`config.mk`:
```
export PLATFORM = sky130hd
export DESIGN_NAME = wdog_bank
export DESIGN_NICKNAME = d
export VERILOG_FILES = /design/src/rtl/wdog_pkg.sv /design/src/rtl/wdog_prescaler.sv /design/src/rtl/wdog_timer.sv /design/src/rtl/wdog_irq.sv /design/src/rtl/wdog_bank.sv
export SDC_FILE = /design/constraint.sdc
export NUM_CORES = 1
export LEC_CHECK = 0
export BUFFER_PORTS_ARGS = -buffer_cell sky130_fd_sc_hd__buf_2
export CORE_ASPECT_RATIO = 0.8
export CORE_UTILIZATION = 60
export DETAILED_ROUTE_END_ITERATION = 10
export PLACE_DENSITY = 0.81
export SLEW_MARGIN = 20
export SYNTH_ARGS = -nofsm -noshare
export SYNTH_HDL_FRONTEND = slang
export SYNTH_SLANG_ARGS = --single-unit
```
`constraint.sdc`:
```
create_clock -name clk -period 5.6 [get_ports clk]
set_clock_uncertainty 0.05 [all_clocks]
set_input_delay 0.84 -clock clk [delete_from_list [all_inputs] [get_ports clk]]
set_output_delay 0.84 -clock clk [all_outputs]
set_load 0.01 [all_outputs]
```
`src/rtl/wdog_pkg.sv`:
```
package wdog_pkg;
  parameter int unsigned LEN_W = 16;
  parameter int unsigned CNT_W = 24;
  localparam int unsigned LOW_ZERO = CNT_W - LEN_W;
  localparam int unsigned MGMT_BIT = 2;
  localparam int unsigned LEN_LSB  = 4;
  localparam int unsigned CNT_LSB  = LEN_LSB + LEN_W;

  typedef enum logic [1:0] {
    MODE_OFF   = 2'd0,
    MODE_CORE  = 2'd1,
    MODE_MGMT  = 2'd2,
    MODE_RESET = 2'd3
  } wd_mode_e;

  typedef logic [CNT_W-1:0] wd_cnt_t;
  typedef logic [LEN_W-1:0] wd_len_t;

  // Count value loaded from a length: length in the top bits, zeros below.
  function automatic wd_cnt_t reload_of(input wd_len_t len);
    return {len, {LOW_ZERO{1'b0}}};
  endfunction

  // Layout of the readable config word.
  function automatic logic [63:0] pack_cfg(input wd_mode_e m, input logic mg,
                                           input wd_len_t l, input wd_cnt_t c);
    logic [63:0] w;
    w = '0;
    w[1:0] = m;
    w[MGMT_BIT] = mg;
    w[LEN_LSB +: LEN_W] = l;
    w[CNT_LSB +: CNT_W] = c;
    return w;
  endfunction
endpackage

```
`src/rtl/wdog_prescaler.sv`:
```
module wdog_prescaler #(
  parameter int unsigned DIV = 1024
) (
  input  logic clk,
  input  logic rst_n,
  output logic tick
);
  localparam int unsigned CW = (DIV > 1) ? $clog2(DIV) : 1;
  localparam logic [CW-1:0] LAST = CW'(DIV - 1);

  logic [CW-1:0] div_q;

  always_ff @(posedge clk or negedge rst_n) begin
    if (!rst_n) div_q <= '0;
    else if (div_q == LAST) div_q <= '0;
    else div_q <= div_q + 1'b1;
  end

  assign tick = (div_q == LAST);
endmodule

```
`src/rtl/wdog_timer.sv`:
```
module wdog_timer
  import wdog_pkg::*;
(
  input  logic     clk,
  input  logic     rst_n,
  input  logic     tick,
  input  logic     cfg_we,
  input  wd_mode_e wr_mode,
  input  logic     wr_mgmt_en,
  input  wd_len_t  wr_len,
  input  logic     poke,
  output wd_mode_e mode,
  output logic     mgmt_en,
  output wd_len_t  len,
  output wd_cnt_t  cnt,
  output logic     core_evt,
  output logic     expire,
  output logic     reload,
  output logic     mgmt_pulse,
  output logic     rst_pulse
);
  wd_mode_e   mode_q;
  logic       mgmt_en_q;
  wd_len_t    len_q;
  wd_cnt_t    cnt_q;
  logic [1:0] stage_q;
  logic       start, mgmt_fire, rst_fire;

  always_comb begin
    start     = cfg_we && (mode_q == MODE_OFF) && (wr_mode != MODE_OFF);
    expire    = tick && (mode_q != MODE_OFF) && (cnt_q == '0) && !poke;
    reload    = poke || start || expire;
    core_evt  = expire && ((mode_q == MODE_CORE) || (stage_q == 2'd0));
    mgmt_fire = expire && (stage_q == 2'd1) &&
                ((mode_q == MODE_MGMT) || ((mode_q == MODE_RESET) && mgmt_en_q));
    rst_fire  = expire && (mode_q == MODE_RESET) && (stage_q == 2'd2);
  end

  always_ff @(posedge clk or negedge rst_n) begin
    if (!rst_n) begin
      mode_q     <= MODE_OFF;
      mgmt_en_q  <= 1'b0;
      len_q      <= '0;
      cnt_q      <= '0;
      stage_q    <= 2'd0;
      mgmt_pulse <= 1'b0;
      rst_pulse  <= 1'b0;
    end else begin
      if (cfg_we) begin
        mode_q    <= wr_mode;
        mgmt_en_q <= wr_mgmt_en;
        len_q     <= wr_len;
      end
      if (rst_fire) mode_q <= MODE_OFF;

      if (start) cnt_q <= reload_of(wr_len);
      else if (poke || expire) cnt_q <= reload_of(len_q);
      else if (tick && (mode_q != MODE_OFF)) cnt_q <= cnt_q - 1'b1;

      if (poke || start) stage_q <= 2'd0;
      else if (expire) begin
        case (mode_q)
          MODE_MGMT:  if (stage_q != 2'd2) stage_q <= stage_q + 2'd1;
          MODE_RESET: stage_q <= (stage_q == 2'd2) ? 2'd0 : stage_q + 2'd1;
          default:    stage_q <= stage_q;
        endcase
      end

      mgmt_pulse <= mgmt_fire;
      rst_pulse  <= rst_fire;
    end
  end

  assign mode    = mode_q;
  assign mgmt_en = mgmt_en_q;
  assign len     = len_q;
  assign cnt     = cnt_q;
endmodule

```
`src/rtl/wdog_irq.sv`:
```
module wdog_irq #(
  parameter int unsigned N = 4
) (
  input  logic         clk,
  input  logic         rst_n,
  input  logic [N-1:0] core_evt,
  input  logic         clr_pend_we,
  input  logic         set_en_we,
  input  logic         clr_en_we,
  input  logic [N-1:0] wmask,
  output logic [N-1:0] pending,
  output logic [N-1:0] enable,
  output logic         irq
);
  always_ff @(posedge clk or negedge rst_n) begin
    if (!rst_n) begin
      pending <= '0;
      enable  <= '0;
    end else begin
      pending <= (pending & ~(clr_pend_we ? wmask : '0)) | core_evt;
      if (set_en_we)      enable <= enable | wmask;
      else if (clr_en_we) enable <= enable & ~wmask;
    end
  end

  assign irq = |(pending & enable);
endmodule

```
`src/rtl/wdog_bank.sv`:
```
module wdog_bank
  import wdog_pkg::*;
#(
  parameter int unsigned NUM_TIMERS = 4,
  parameter int unsigned PRESCALE   = 1024,
  parameter int unsigned ADDR_W     = 17
) (
  input  logic              clk,
  input  logic              rst_n,
  input  logic              req_valid,
  input  logic              req_write,
  input  logic [ADDR_W-1:0] req_addr,
  input  logic [63:0]       req_wdata,
  output logic              rsp_valid,
  output logic [63:0]       rsp_rdata,
  output logic              irq_core,
  output logic              irq_mgmt,
  output logic              sys_rst_out
);
  localparam logic [ADDR_W-1:0] PEND_ADDR   = ADDR_W'(32'h200);
  localparam logic [ADDR_W-1:0] EN_CLR_ADDR = ADDR_W'(32'h210);
  localparam logic [ADDR_W-1:0] EN_SET_ADDR = ADDR_W'(32'h218);
  localparam logic [ADDR_W-1:0] POKE_BASE   = ADDR_W'(32'h10000);

  logic wr, tick_w;
  logic [NUM_TIMERS-1:0] cfg_hit, poke_hit;
  logic [NUM_TIMERS-1:0][1:0] mode_a;
  logic [NUM_TIMERS-1:0] mgmt_a;
  logic [NUM_TIMERS-1:0][LEN_W-1:0] len_a;
  logic [NUM_TIMERS-1:0][CNT_W-1:0] cnt_a;
  logic [NUM_TIMERS-1:0] core_a, expire_a, reload_a, mgmtp_a, rstp_a;
  logic [NUM_TIMERS-1:0] pending, enable;
  logic [63:0] rd;
  logic unused_wdata;

  assign wr = req_valid && req_write;
  assign unused_wdata = ^{req_wdata[63:LEN_LSB+LEN_W], req_wdata[3]};

  wdog_prescaler #(.DIV(PRESCALE)) u_presc (
    .clk(clk), .rst_n(rst_n), .tick(tick_w)
  );

  for (genvar i = 0; i < NUM_TIMERS; i++) begin : g_tmr
    assign cfg_hit[i]  = (req_addr == ADDR_W'(8 * i));
    assign poke_hit[i] = (req_addr == POKE_BASE + ADDR_W'(8 * i));

    wdog_timer u_tmr (
      .clk(clk), .rst_n(rst_n), .tick(tick_w),
      .cfg_we(wr && cfg_hit[i]),
      .wr_mode(wd_mode_e'(req_wdata[1:0])),
      .wr_mgmt_en(req_wdata[MGMT_BIT]),
      .wr_len(req_wdata[LEN_LSB +: LEN_W]),
      .poke(wr && poke_hit[i] && req_wdata[0]),
      .mode(mode_a[i]), .mgmt_en(mgmt_a[i]), .len(len_a[i]), .cnt(cnt_a[i]),
      .core_evt(core_a[i]), .expire(expire_a[i]), .reload(reload_a[i]),
      .mgmt_pulse(mgmtp_a[i]), .rst_pulse(rstp_a[i])
    );
  end

  wdog_irq #(.N(NUM_TIMERS)) u_irq (
    .clk(clk), .rst_n(rst_n), .core_evt(core_a),
    .clr_pend_we(wr && req_addr == PEND_ADDR),
    .set_en_we(wr && req_addr == EN_SET_ADDR),
    .clr_en_we(wr && req_addr == EN_CLR_ADDR),
    .wmask(req_wdata[NUM_TIMERS-1:0]),
    .pending(pending), .enable(enable), .irq(irq_core)
  );

  always_comb begin
    rd = '0;
    if (req_addr == PEND_ADDR) rd[NUM_TIMERS-1:0] = pending;
    if (req_addr == EN_CLR_ADDR || req_addr == EN_SET_ADDR) rd[NUM_TIMERS-1:0] = enable;
    for (int k = 0; k < NUM_TIMERS; k++) begin
      if (cfg_hit[k]) rd = pack_cfg(wd_mode_e'(mode_a[k]), mgmt_a[k], len_a[k], cnt_a[k]);
    end
  end

  always_ff @(posedge clk or negedge rst_n) begin
    if (!rst_n) begin
      rsp_valid <= 1'b0;
      rsp_rdata <= '0;
    end else begin
      rsp_valid <= req_valid;
      rsp_rdata <= (req_valid && !req_write) ? rd : '0;
    end
  end

  assign irq_mgmt    = |mgmtp_a;
  assign sys_rst_out = |rstp_a;
endmodule

```
# == Word level (Yosys, flattened, before mapping) ==
# Cells that the tools add are included.
# word_totals
register_bits,271
out_inout_bits,68
in_bits,85
# classes
n_eq_ne,39
n_reduce_logical,125
bitwise,7
muxes,51
add_sub_neg,9
# op_table
operator,n
two-way mux 24 bit,12
two-way mux 64 bit,4
logical NOT 24 bit,4
"subtractor 24 x 1 -> 24 bit, second input constant",4
"== test 17 bit, second input constant",4
logical AND 1 bit,61
"== test 17 x 10 -> 1 bit, second input constant",3
two-way mux 2 bit,24
two-way mux 44 bit,1
"== test 17 x 5 -> 1 bit, second input constant",2
nonzero test 2 bit,14
"== test 2 bit, second input constant",12
nonzero test 3 bit,8
two-way mux 4 bit,5
"== test 17 x 4 -> 1 bit, second input constant",1
logical NOT 17 bit,1
logical OR 1 bit,17
"== test 2 x 1 -> 1 bit, second input constant",8
logical NOT 2 bit,8
case mux 2 bit (2 select lines),4
AND 4 bit,3
"!= test 3 x 2 -> 1 bit, second input constant",4
AND reduction 3 bit,4
OR reduction 4 bit,3
other kinds (8),20

# == Depth between registers and ports, before layout ==
# logic_depth
word_depth,8
ltp_mapped,10
ltp_nobuf,8

# == Modules after synthesis ==
# From an unflattened synthesis, not the netlist that was laid out.
# hier_totals
cells_unflattened,1416
hier_area_um2,14546.5
# by_module_without_submodules
mod,area_per_inst_um2,seq_area_each_um2,instances,cells_each
wdog_timer,2656.3,1176.1,4,260
wdog_bank,3134.3,1126.1,1,307
wdog_prescaler,473.0,250.2,1,42
wdog_irq,314.1,200.2,1,27

# == Least setup slack after synthesis ==
# Ideal clock, no wire load.
# synth_path
path_type,input-to-reg
from,input port req_addr[5]
to,register g_tmr[1].u_tmr.len_q[10]
setup_time_ns,0.125
arrival_time_ns,2.847
setup_slack_ns,2.578
cell_stages,6
required_time_ns,5.425
cell_sequence,nor4_1 nand3_1 clkbuf_1 nor3_2 buf_2 mux2_2
# synth_between
elab_chain_len,2
# synth_rtl
element,line_no,source
from (decl),wdog_bank.sv:12,"input logic [ADDR_W-1:0] req_addr,"
== test 17 x 4 -> 1 bit,wdog_bank.sv:44,assign cfg_hit[i] = (req_addr == ADDR_W'(8 * i));
logical AND 1 bit,wdog_bank.sv:49,".cfg_we(wr && cfg_hit[i]),"
to (signal assigned),wdog_timer.sv:52,len_q <= wr_len;
to (decl),wdog_timer.sv:24,wd_len_t len_q;
# No other way between the ends.
# A chain may end at the register's enable or synchronous reset.

# == Final worst setup path ==
# layout_path
from,input port req_addr[3]
to,register g_tmr[2].u_tmr.cnt_q[18]
# layout_between
elab_chain_len,8
word_cells_on_any_way,13
# layout_rtl
element,line_no,source
== test 17 bit,wdog_bank.sv:45,assign poke_hit[i] = (req_addr == POKE_BASE + ADDR_W'(8 * i));
logical AND 1 bit (2 in series),wdog_bank.sv:53,".poke(wr && poke_hit[i] && req_wdata[0]),"
logical NOT 1 bit,wdog_timer.sv:31,expire = tick && (mode_q != MODE_OFF) && (cnt_q == '0) && !poke;
logical AND 1 bit,wdog_timer.sv:31,
logical OR 1 bit,wdog_timer.sv:57,else if (poke || expire) cnt_q <= reload_of(len_q);
two-way mux 24 bit,wdog_timer.sv:57,
two-way mux 24 bit,wdog_timer.sv:56,if (start) cnt_q <= reload_of(wr_len);
to (signal assigned),wdog_timer.sv:56,
to (signal assigned),wdog_timer.sv:57,
to (signal assigned),wdog_timer.sv:58,else if (tick && (mode_q != MODE_OFF)) cnt_q <= cnt_q - 1'b1;
to (decl),wdog_timer.sv:25,wd_cnt_t cnt_q;
# Several ways; a longest one is shown, not always the timed one.

==> impl_metrics.csv <==
group,metric,value,unit
outcome,status,"finished clean",
route,finalWirelength,45400,um
yosys,yosys.area_share.adder,0.802,%
clock_tree,cts_setup_buffers,0,
timing,fin_crit,3.69,ns
timing,max_freq,0.271,GHz
yosys,synth_compound_area_share,18.7,%
global_route,grt_pass1_vias,12100,
placed_design,io_buffers,88,
route,dr.pass1.iters,8,
placed_design,hpwlAfterDp,32100,um
timing,slew_headroom,20.0,%
pwr,comb_power_share,3.6,%
timing,fin_tns_setup,0,ns
yosys,synthFlopType,"dfrtp_1",
die,core_area,22700,um2
yosys,yosys.area_share.simple,19.4,%
pwr,switching_share,23.0,%
clock_tree,cts_tree,"done",
pwr,p_seq_share,50.7,%
route,wl_per_cell,24.7,um
clock_tree,cts_htree_levels,1,
clock_tree,clk_pin_slew_worst_paths,0.07,ns
timing,finalHoldViolations,0,
pwr,total_power,0.00358,W
timing,drv_slew,0,
route,vias_per_cell,7.11,
pwr,p_int,0.00275,W
setup_path,worstPathArrival,4.05,ns
final_layout,area.sequential,6280,um2
pwr,power.switching,0.000821,W
route,route.detailed.drc,0,
timing,whs,0.306,ns
final_layout,final_area,15400,um2
clock_tree,cts.repair.resized,0,
pwr,clock_power_share,45.7,%
timing,rsz0062_at_grt,"false",
yosys,synthMuxAreaShare,8.19,%
yosys,syn_area_per_cell,9.50,um2
clock_tree,numClockSinks,251,
route,drt-met1-wl,17900,um
die,initial_core_util,61.9,%
yosys,netlist_instances,1477,
final_layout,antenna_cells,0,
clock_tree,cts_buffers,25,
yosys,synth.distinct_cells,77,
final_layout,n_fill_cell,1788,
route,final_antenna_net_count,0,
pwr,irDropWorstVdd,0.228,mV
final_layout,final_core_util,67.9,%
yosys,synth_top_family_by_area,"simple AND/OR/NAND/NOR gates",
final_layout,final_nets,1613,
clock_tree,clock_tree.root_cell,"clkbuf_16",
yosys,synth-xor-area-share,3.81,%
flow_run,drv_cap,0,
timing,finalSetupViolCount,0,
die,die_area,24000,um2
route,wl_met2,19600,um
setup_path,critPathLaunchType,"input pin",
final_layout,drive_gt1_share,17.3,%
timing,finalCritPeriodShare,66.0,%
die,die_w,173,um
route,top_layer_used,"met4",
die,die_h,139,um
pwr,powerDensity,232,nW/um2
clock_tree,cts_hold_buf,0,
pwr,power_leakage,7.09,nW
min_path,min_path_type,"in -> async",
setup_path,path_class,"in -> reg",
global_route,grt_overflow,0,
final_layout,final_cell_mix,"251 x dfrtp_1, 146 x nor2_1, 119 x o21ai_0",
placed_design,globalplace.congestion,1.03,
setup_path,critPathMaxFanout,49,
placed_design,post_dp_cell_area,14600,um2
yosys,syn_area,14000,um2
final_layout,multi_input_area,7250,um2
route,vias,13100,
yosys,yosysWarnings,0,
clock_tree,insertion_delay,0.53,ns
route,wl_met3,5130,um
final_layout,layout_commonest_cell,"dfrtp_1",
yosys,synth-edff-count,0,
die,rows,49,
yosys,ys_ff_latch,251,
yosys,synth_async_sr_flop_share,100,%
final_layout,area_delta_synth_final,9.79,%
global_route,grt_pass1_wl,70800,um
setup_path,critPathCaptureType,"flip-flop",
route,drt_iter0_drc,2012,
clock_tree,clock_path_buffers,3,
global_route,grt_max_degree,119,
yosys,ys_seq_area_share,44.7,%
timing,worstMarginPinSlew,1.19,ns
setup_path,cp.required,5.96,ns
die,ios,153,
global_route,grt.total_usage,37.9,%
global_route,antenna_found_initial,0,
==> per-stage QoR <==
| stage | worst slack (ns) | cells |
|---|---|---|
| 3_3_place_gp | 1.59 | 1798 |
| 5_1_grt | 1.71 | 1842 |
| 3_5_place_dp | 1.55 | 1798 |
| 2_1_floorplan | 2.58 | 1496 |
| 6_report | 1.91 | 1842 |
| 4_1_cts | 2.11 | 1842 |
==> final timing paths <==
| kind | from | to | slack, ns | cells past startpoint |
|---|---|---|---|---|
| setup / recovery | req_addr[3] | g_tmr[2].u_tmr.cnt[18] | 1.91 | 7 |
| hold / removal | rst_n | g_tmr[1].u_tmr.mgmt_pulse | 0.31 | 1 |
| setup reg to reg | g_tmr[2].u_tmr.cnt[16] | g_tmr[2].u_tmr.mode[0] | 2.21 | 7 |
| hold reg to reg | u_presc.div_q[8] | u_presc.div_q[8] | 0.42 | 1 |
| max in group asynchronous | rst_n | g_tmr[2].u_tmr.len[12] | 3.95 | 2 |
| min in group clk | u_presc.div_q[8] | u_presc.div_q[8] | 0.42 | 1 |
==> flip-flops by register name, summed over array words and instances (netlist names), named ones only <==
name and count:
u_presc.div_q 10, g_tmr.u_tmr.rst_pulse 4, g_tmr.u_tmr.mode 8, g_tmr.u_tmr.mgmt_pulse 4
u_irq.pending 4, rsp_rdata 44, g_tmr.u_tmr.stage_q 8, rsp_valid 1
g_tmr.u_tmr.len 64, g_tmr.u_tmr.cnt 96, g_tmr.u_tmr.mgmt_en 4
==> synth_stat cells (9+ instances only) <==
cell,count,share of area [%]
nor4b_1,9,0.56
dfrtp_1,251,45
clkbuf_1,80,2.1
o21ai_0,119,4.2
nor3_1,62,2.2
xor2_1,34,2.1
a22oi_1,45,2.4
nand4_1,20,0.89
mux2_2,71,5.7
inv_1,19,0.51
o22ai_1,31,1.4
a21oi_1,61,2.2
or3_1,26,1.2
a31oi_1,12,0.53
mux2i_1,35,2.5
buf_4,20,1.1
nand3_1,43,1.5
nor4_1,28,1.2
and3_1,19,0.85
a21o_1,22,1.2
nor2_1,146,3.9
a222oi_1,21,1.5
or2_2,12,0.53
and4_1,12,0.75
xnor2_1,27,1.7
or4_1,14,0.75
nand2_1,71,1.9
ha_1,9,0.80
==> worst max-delay path, cell delays in order <==
cell,delay [ns]
buf_2,0.76
inv_1,0.58
nand2_1,0.46
or4_1,0.50
nand2_1,0.32
a2111oi_0,0.45
a21oi_1,0.11
==> metal layers <==
layer | vias to the layer above | global-route usage (%)
met5 | - | 0
met2 | 1017 | 56.1
met3 | 209 | 6.55
li1 | 5566 | -
met4 | 0 | 18.0
met1 | 6311 | 54.4
==> power groups by stage <==
stage	clock (W)	combinational, W	sequential (W)
finish	0.00163	0.000129	0.00181
CTS	0.00164	0.000126	0.00181
global route	0.00171	0.000140	0.00181
detailed placement	0	0.000126	0.00185
global placement	0	0.000124	0.00185
floorplan	0	0.0000484	0.00185
==> cell families after synthesis <==
family | Yosys count
AOI/OAI and AO/OA | 398
xor gates and xnor gates | 61
adders and majority gates | 9
buffers and inverters | 136
DFF | 251
muxes | 106
other | 1
and+or+nand+nor | 515
==> final cells by class <==
class                   count  area share [%]
clock inverters            10           0.503
flip-flops and latches    251            40.8
multi-input cells        1109            47.0
repair buffers            113            4.22
clock buffers              34            4.54
well taps                 306            2.48
inverters                  19           0.463
Power figures use the tool's default switching activity.
